[src/rtl/rtrk_pkg.sv]
package rtrk_pkg;
    typedef enum logic [1:0] {
        ST_IDLE          = 2'd0,
        ST_SEND_SERVICED = 2'd1,
        ST_SEND_DROPPED  = 2'd2
    } rtrk_state_e;
endpackage

[src/rtl/rtrk_slot_table.sv]
module rtrk_slot_table #(
    parameter int SLOTS     = 2,
    parameter int VPN_W     = 20,
    parameter int NUM_WARPS = 8,
    localparam int WARP_W   = (NUM_WARPS > 1) ? $clog2(NUM_WARPS) : 1,
    localparam int IDX_W    = (SLOTS > 1) ? $clog2(SLOTS) : 1
) (
    input  logic                 clk,
    input  logic                 rst_n,
    input  logic                 alloc_en,
    input  logic [VPN_W-1:0]     alloc_vpn,
    input  logic [WARP_W-1:0]    alloc_warp,
    input  logic [VPN_W-1:0]     lookup_vpn,
    input  logic                 free_en,
    output logic                 hit,
    output logic [VPN_W-1:0]     hit_vpn,
    output logic [WARP_W-1:0]    hit_warp,
    output logic                 any_free,
    output logic [NUM_WARPS-1:0] warp_mask
);
    logic [SLOTS-1:0]  v_q;
    logic [VPN_W-1:0]  vpn_q  [SLOTS];
    logic [WARP_W-1:0] warp_q [SLOTS];
    logic [SLOTS-1:0]  match;
    logic [IDX_W-1:0]  alloc_idx, hit_idx;

    for (genvar s = 0; s < SLOTS; s++) begin : g_match
        assign match[s] = v_q[s] && (vpn_q[s] == lookup_vpn);
    end

    always_comb begin
        alloc_idx = '0;
        hit_idx   = '0;
        for (int s = SLOTS - 1; s >= 0; s--) begin
            if (!v_q[s])  alloc_idx = IDX_W'(s);
            if (match[s]) hit_idx   = IDX_W'(s);
        end
        hit      = |match;
        any_free = ~&v_q;
        hit_vpn  = vpn_q[hit_idx];
        hit_warp = warp_q[hit_idx];
        warp_mask = '0;
        for (int s = 0; s < SLOTS; s++)
            if (v_q[s]) warp_mask[warp_q[s]] = 1'b1;
    end

    always_ff @(posedge clk or negedge rst_n) begin
        if (!rst_n) begin
            v_q <= '0;
            for (int s = 0; s < SLOTS; s++) begin
                vpn_q[s]  <= '0;
                warp_q[s] <= '0;
            end
        end else begin
            for (int s = 0; s < SLOTS; s++) begin
                if (alloc_en && alloc_idx == IDX_W'(s)) begin
                    v_q[s]    <= 1'b1;
                    vpn_q[s]  <= alloc_vpn;
                    warp_q[s] <= alloc_warp;
                end else if (free_en && hit && hit_idx == IDX_W'(s)) begin
                    v_q[s] <= 1'b0;
                end
            end
        end
    end

    // a serviced acknowledgement always finds a free slot
    assert_slot_available_R2: assert property (@(posedge clk) disable iff (!rst_n)
        alloc_en |-> any_free);
    // a freed slot no longer matches its page
    assert_free_clears_R4: assert property (@(posedge clk) disable iff (!rst_n)
        (free_en && hit && $countones(match) == 1) |=> !(|(match & $past(match))) || $past(alloc_en));
endmodule

[src/rtl/rtrk_drop_fifo.sv]
module rtrk_drop_fifo #(
    parameter int DEPTH     = 4,
    parameter int VPN_W     = 20,
    parameter int NUM_WARPS = 8,
    localparam int WARP_W   = (NUM_WARPS > 1) ? $clog2(NUM_WARPS) : 1,
    localparam int PTR_W    = (DEPTH > 1) ? $clog2(DEPTH) : 1,
    localparam int CNT_W    = $clog2(DEPTH + 1)
) (
    input  logic                 clk,
    input  logic                 rst_n,
    input  logic                 push,
    input  logic [VPN_W-1:0]     push_vpn,
    input  logic [WARP_W-1:0]    push_warp,
    input  logic                 pop,
    output logic [VPN_W-1:0]     head_vpn,
    output logic [WARP_W-1:0]    head_warp,
    output logic                 empty,
    output logic                 full,
    output logic [NUM_WARPS-1:0] warp_mask
);
    logic [VPN_W-1:0]  vpn_q  [DEPTH];
    logic [WARP_W-1:0] warp_q [DEPTH];
    logic [PTR_W-1:0]  rd_q, wr_q;
    logic [CNT_W-1:0]  cnt_q;

    function automatic logic [PTR_W-1:0] bump(input logic [PTR_W-1:0] p);
        return (p == PTR_W'(DEPTH - 1)) ? '0 : p + 1'b1;
    endfunction

    assign empty     = (cnt_q == '0);
    assign full      = (cnt_q == CNT_W'(DEPTH));
    assign head_vpn  = vpn_q[rd_q];
    assign head_warp = warp_q[rd_q];

    always_comb begin
        warp_mask = '0;
        for (int i = 0; i < DEPTH; i++) begin
            if (((i + DEPTH - int'(rd_q)) % DEPTH) < int'(cnt_q))
                warp_mask[warp_q[i]] = 1'b1;
        end
    end

    always_ff @(posedge clk or negedge rst_n) begin
        if (!rst_n) begin
            rd_q  <= '0;
            wr_q  <= '0;
            cnt_q <= '0;
            for (int i = 0; i < DEPTH; i++) begin
                vpn_q[i]  <= '0;
                warp_q[i] <= '0;
            end
        end else begin
            if (push) begin
                vpn_q[wr_q]  <= push_vpn;
                warp_q[wr_q] <= push_warp;
                wr_q         <= bump(wr_q);
            end
            if (pop) rd_q <= bump(rd_q);
            cnt_q <= cnt_q + CNT_W'(push) - CNT_W'(pop);
        end
    end

    // nothing is written into a full queue
    assert_no_overflow_R8: assert property (@(posedge clk) disable iff (!rst_n)
        push |-> !full);
    // nothing is taken from an empty queue
    assert_no_underrun_R5: assert property (@(posedge clk) disable iff (!rst_n)
        pop |-> !empty);
endmodule

[src/rtl/replay_tracker.sv]
module replay_tracker
    import rtrk_pkg::*;
#(
    parameter int NUM_WARPS   = 8,
    parameter int FAULT_LIMIT = 2,
    parameter int DROP_DEPTH  = 4,
    parameter int VPN_W       = 20,
    localparam int WARP_W     = (NUM_WARPS > 1) ? $clog2(NUM_WARPS) : 1
) (
    input  logic                 clk,
    input  logic                 rst_n,
    input  logic                 nack_valid,
    output logic                 nack_ready,
    input  logic [VPN_W-1:0]     nack_vpn,
    input  logic [WARP_W-1:0]    nack_warp,
    input  logic                 notice_valid,
    output logic                 notice_ready,
    input  logic [VPN_W-1:0]     notice_vpn,
    output logic                 reissue_valid,
    input  logic                 reissue_ready,
    output logic [VPN_W-1:0]     reissue_vpn,
    output logic [WARP_W-1:0]    reissue_warp,
    output logic [NUM_WARPS-1:0] stall_mask
);
    localparam int CNT_W = $clog2(FAULT_LIMIT + 1);

    rtrk_state_e        state_q, state_d;
    logic [CNT_W-1:0]   cnt_q;
    logic [VPN_W-1:0]   out_vpn_q;
    logic [WARP_W-1:0]  out_warp_q;

    logic below_limit, nack_fire, notice_fire, alloc, push, free, pop;
    logic slot_hit, slot_free, q_empty, q_full;
    logic [VPN_W-1:0]     slot_vpn, q_vpn;
    logic [WARP_W-1:0]    slot_warp, q_warp;
    logic [NUM_WARPS-1:0] slot_mask, q_mask, held_mask;

    assign below_limit  = (cnt_q < CNT_W'(FAULT_LIMIT));
    assign nack_ready   = below_limit || !q_full;
    assign nack_fire    = nack_valid && nack_ready;
    assign alloc        = nack_fire && below_limit;
    assign push         = nack_fire && !below_limit;
    assign notice_ready = (state_q == ST_IDLE);
    assign notice_fire  = notice_valid && notice_ready;
    assign free         = notice_fire && slot_hit;
    assign pop          = (state_q == ST_IDLE) && (state_d == ST_SEND_DROPPED);

    rtrk_slot_table #(.SLOTS(FAULT_LIMIT), .VPN_W(VPN_W), .NUM_WARPS(NUM_WARPS)) u_slots (
        .clk(clk), .rst_n(rst_n),
        .alloc_en(alloc), .alloc_vpn(nack_vpn), .alloc_warp(nack_warp),
        .lookup_vpn(notice_vpn), .free_en(free),
        .hit(slot_hit), .hit_vpn(slot_vpn), .hit_warp(slot_warp),
        .any_free(slot_free), .warp_mask(slot_mask)
    );

    rtrk_drop_fifo #(.DEPTH(DROP_DEPTH), .VPN_W(VPN_W), .NUM_WARPS(NUM_WARPS)) u_drops (
        .clk(clk), .rst_n(rst_n),
        .push(push), .push_vpn(nack_vpn), .push_warp(nack_warp),
        .pop(pop), .head_vpn(q_vpn), .head_warp(q_warp),
        .empty(q_empty), .full(q_full), .warp_mask(q_mask)
    );

    // next state
    always_comb begin
        state_d = state_q;
        unique case (state_q)
            ST_IDLE: begin
                if (free)
                    state_d = ST_SEND_SERVICED;
                else if (!notice_valid && !q_empty && below_limit)
                    state_d = ST_SEND_DROPPED;
            end
            ST_SEND_SERVICED, ST_SEND_DROPPED: begin
                if (reissue_ready) state_d = ST_IDLE;
            end
            default: state_d = ST_IDLE;
        endcase
    end

    // state register
    always_ff @(posedge clk or negedge rst_n) begin
        if (!rst_n) state_q <= ST_IDLE;
        else        state_q <= state_d;
    end

    // outputs and counter
    always_ff @(posedge clk or negedge rst_n) begin
        if (!rst_n) begin
            cnt_q      <= '0;
            out_vpn_q  <= '0;
            out_warp_q <= '0;
        end else begin
            cnt_q <= cnt_q + CNT_W'(alloc) - CNT_W'(free);
            if (free) begin
                out_vpn_q  <= slot_vpn;
                out_warp_q <= slot_warp;
            end else if (pop) begin
                out_vpn_q  <= q_vpn;
                out_warp_q <= q_warp;
            end
        end
    end

    always_comb begin
        held_mask = '0;
        if (state_q != ST_IDLE) held_mask[out_warp_q] = 1'b1;
    end

    assign reissue_valid = (state_q != ST_IDLE);
    assign reissue_vpn   = out_vpn_q;
    assign reissue_warp  = out_warp_q;
    assign stall_mask    = slot_mask | q_mask | held_mask;

    // the pending count never exceeds the limit
    assert_count_bound_R3: assert property (@(posedge clk) disable iff (!rst_n)
        cnt_q <= CNT_W'(FAULT_LIMIT));
    // slot storage agrees with the count
    assert_count_slots_R2: assert property (@(posedge clk) disable iff (!rst_n)
        below_limit |-> slot_free);
    // an empty count stays empty without a new serviced acknowledgement
    assert_no_underflow_R6: assert property (@(posedge clk) disable iff (!rst_n)
        (cnt_q == '0 && !alloc) |=> cnt_q == '0);
    // a presented request holds until taken
    assert_hold_R9: assert property (@(posedge clk) disable iff (!rst_n)
        (reissue_valid && !reissue_ready) |=> reissue_valid && $stable(reissue_vpn) && $stable(reissue_warp));
    // an accepted acknowledgement stalls its warp
    assert_stall_set_R7: assert property (@(posedge clk) disable iff (!rst_n)
        nack_fire |=> stall_mask[$past(nack_warp)]);
    // a dropped request is popped only below the limit
    assert_drop_gate_R5: assert property (@(posedge clk) disable iff (!rst_n)
        (state_q == ST_SEND_DROPPED && $past(state_q) == ST_IDLE) |-> $past(below_limit));
endmodule

[config.mk]
export PLATFORM = sky130hd
export DESIGN_NAME = replay_tracker
export DESIGN_NICKNAME = d
export VERILOG_FILES = /design/src/rtl/rtrk_pkg.sv /design/src/rtl/rtrk_slot_table.sv /design/src/rtl/rtrk_drop_fifo.sv /design/src/rtl/replay_tracker.sv
export SDC_FILE = /design/constraint.sdc
export NUM_CORES = 1
export LEC_CHECK = 0
export BUFFER_PORTS_ARGS = -buffer_cell sky130_fd_sc_hd__clkbuf_2
export CAP_MARGIN = 20
export CORE_MARGIN = 2
export CORE_UTILIZATION = 30
export CTS_CLUSTER_SIZE = 14
export DETAILED_ROUTE_END_ITERATION = 8
export REMOVE_ABC_BUFFERS = 1
export SETUP_SLACK_MARGIN = 0.4
export SLEW_MARGIN = 0
export SYNTH_ARGS = -nofsm -noshare
export SYNTH_HDL_FRONTEND = slang
export SYNTH_SLANG_ARGS = --single-unit
[constraint.sdc]
create_clock -name clk -period 6.1 [get_ports clk]
set_input_delay 0.915 -clock clk [delete_from_list [all_inputs] [get_ports clk]]
set_output_delay 0.915 -clock clk [all_outputs]
set_load 0.01 [all_outputs]
==> results.md <==
* Outcome: completed
* Final hold slack at 0.428 ns
* Sequential fraction of the synthesis area at 48.0%
* Number of global-route vias before repair at 6,088
* Tcrit/Tclk final at 69.2%
* Largest net degree at the start of global routing at 63
* Clock buffer count from CTS at 17
* R2R depth at 13
* Antenna-violating nets left at 0
* TritonCTS clock tree: built
* GRT overflow at 0
* Die Span X at 178 µm
* Reg clk slew, reported paths at 0.07 ns
* Top post-synthesis cells by area: dfrtp_1 48%, mux2_2 17%, mux4_2 5.7%
* # fillers at 2,933
* Count of different cell masters after synthesis at 65
* Main synth FF type: dfrtp_1
* HP Class: in2async
* Clk root buf: clkbuf_16
* Critical path cell sequence: ha_1 > ha_1 > a21oi_1 > o21ai_0 > nor3b_1 > nor4_1 > nand4_1 > clkbuf_2
* H-tree levels at 4
* Pwr dens at 560 nW/µm²
* Max-cap violation count at 0
* Crit Reg-Reg Endpoint: u_drops.cnt_q[2]
* Clk_lat worst skew at 0.45 ns
* Cell area after synthesis at 9070 µm²
* Max frequency at 0.237 GHz
* Number of synthesized register bits at 174
* Hold Vio Cnt, Final at 0
* Bufs on Longest Clock Path at 2
* Placer Congestion at 0.899
* Peak supply drop at 0.236 mV
* CP startpoint kind: flip-flop
* Pre-antenna DRT Iters at 4
* Final Slew Violations at 0
* Syn avg cell area at 12.8 µm²
* Clk_skew at 0.0160 ns
* CP max stage delay at 1.01 ns
* Number of synthesized flops with an enable pin at 0
* Relative slew margins at 34.7%
* Nets at 844
* Total Routing Usage GR at 15.5%
* ANT cells at 0
* Total Power at 5.89 mW
* Setup Viol. Count Final at 0
* Post-CTS Setup Inserts at 0
* Initial core utilization at 30.5%
* Leading area contributor after synthesis: dfrtp_1
* CP Data Arrival Time at 3.31 ns
* Chip height at 178 µm
* Critical Path Most Common Cell: ha_1
* # hold bufs at CTS at 0
* Slowest cell on the critical path: dfrtp_2
* Worst slew pin tran at 0.980 ns
* DRC at 0
* Initial antenna violation count at 0
* Crit. Startpoint: u_drops.rd_q[0]
* Setup Crit Path Kind: reg2out
* Ports at 82
* R2r startpoint: state_q[0]
* CORE AREA at 29,700 µm²
* RSZ-0062 raised after global routing: no
* Setup crit end: stall_mask[5]
* Via density at 5.14
* CTS sink count at 174
* Area after DPL at 9890 µm²
* Layout area overhead at 15.9%
* CP Capture Type: output port
* Count of input and output buffers at 81
* Share of layout cells above drive strength 1 at 40.9%
* WL per Instance at 19.9 µm
* Synth warn at 0
* Rows at 63
* Final Instance Area at 10,500 µm²
* Post-cts gate resize count at 0
* Synth top area share at 48.0%
* Crit path max fanout at 29
* R2r setup slk at 2.84 ns
* Setup TNS at 0 ns
* Async set or reset register ratio after synthesis at 100%
* Via count at 6,079
* DRT iter0 DRCs at 484
* Post-Syn Instances at 708
* Post-Route WL at 23,500 µm
* Lkg Pwr at 4.45 nW
* Min Clock Period, post-route at 4.22 ns
* Die Area at 31,600 µm²
* CP required at 5.18 ns
* Final core utilization at 35.4%
* First-pass GRT wire length at 36,300 µm
* Final HPWL DP at 16,000 µm
sequential cells by signal, indices dropped and copies added, names as in the netlist, 3 cells and up:
register and flops:
reissue_warp 3, u_drops.vpn_q 80, u_slots.vpn_q 40, u_slots.warp_q 6
reissue_vpn 20, u_drops.cnt_q 3, u_drops.warp_q 12
report_power, final:
group	switching (mW)	total [mW]	internal, mW
logic	1.13	2.48	1.35
clock network	0.524	1.11	0.584
registers	0.570	2.31	1.74
cells by family (layout without fill, tap and decap cells):
| kind of cell | Yosys count | after routing | synth area share (%) |
|---|---|---|---|
| buffers and inverters | 63 | 148 | 3.10 |
| XOR/XNOR | 44 | 44 | 4.25 |
| multiplexers | 184 | 184 | 25.4 |
| flip-flops | 174 | 174 | 48.0 |
| AO/OA/AOI/OAI | 88 | 88 | 8.28 |
| adder cells (fa/ha/maj) | 16 | 16 | 2.29 |
| AND/OR/NAND/NOR | 139 | 139 | 8.67 |
routing by layer:
layer	track usage (%)	share of wire (%)	wire, µm	vias up
li1	-	-	-	2767
met1	21.7	48	11300	3143
met2	24.5	47	11000	149
met3	2.68	3.9	919	20
met4	4.61	1.3	306	0
met5	0	0	0	-
through the flow:
| step | setup slack [ns] | instances |
|---|---|---|
| 4_1_cts | 1.85 | 1182 |
| 6_report | 1.88 | 1183 |
| 2_1_floorplan | 2.53 | 666 |
| 3_5_place_dp | 2.26 | 1150 |
| 5_1_grt | 1.60 | 1183 |
| 3_3_place_gp | 2.32 | 1150 |
worst max-delay path, delay by kind of cell (launching register included):
| kind | cells | cell delay [ns] |
|---|---|---|
| flops | 1 | 1.01 |
| fa+ha+maj | 2 | 0.68 |
| simple gates | 3 | 0.55 |
| compound gates | 2 | 0.46 |
| buf+inv | 1 | 0.14 |
cells in the final DEF, fill, tap and decap left out, drive strengths merged, types with 7 or more instances in the layout:
master  count
nand2b      7
nor2       22
clkbuf     97
a22oi      19
buf        15
inv        28
nand2      25
o22ai      25
clkinv      7
a21oi       7
xnor2      20
nand3      11
mux2      141
o21ai       7
mux4       23
xor2       24
and2        9
nand4       9
ha         15
dfrtp     174
nor3       15
nor3b       9
mux2i      20
nor4       14
cell usage after synthesis (10+ instances only):
| master | n |
|---|---|
| dfrtp_1 | 174 |
| mux2_2 | 140 |
| a22oi_2 | 10 |
| mux2i_1 | 20 |
| inv_1 | 21 |
| nor4_1 | 11 |
| xor2_1 | 24 |
| nand3_1 | 10 |
| nand2_1 | 25 |
| nor3_1 | 15 |
| o22ai_1 | 16 |
| clkbuf_1 | 10 |
| xnor2_1 | 20 |
| ha_1 | 15 |
| nor2_1 | 21 |
| mux4_2 | 23 |
| buf_2 | 24 |
final cells by class:
type,count,area (µm²),share of cell area (%)
tap,390,488,4.64
inverter,21,78.8,0.750
timing repair buffer,95,537,5.10
clock inverter,15,171,1.63
multi-input combinational,471,4460,42.4
sequential,174,4360,41.4
clock buffer,17,425,4.05
worst min path at each step:
stage	end	start	cells past startpoint	slack [ns]
after floorplan	cnt_q[0]	cnt_q[0]	1	0.46
after global placement	cnt_q[0]	cnt_q[0]	1	0.46
after detailed placement	cnt_q[0]	cnt_q[0]	1	0.47
after CTS	u_drops.wr_q[1]	rst_n	1	0.45
after global routing	u_drops.wr_q[1]	rst_n	1	0.47
final	u_drops.wr_q[1]	rst_n	1	0.43
(Power assumes the default switching activity.)
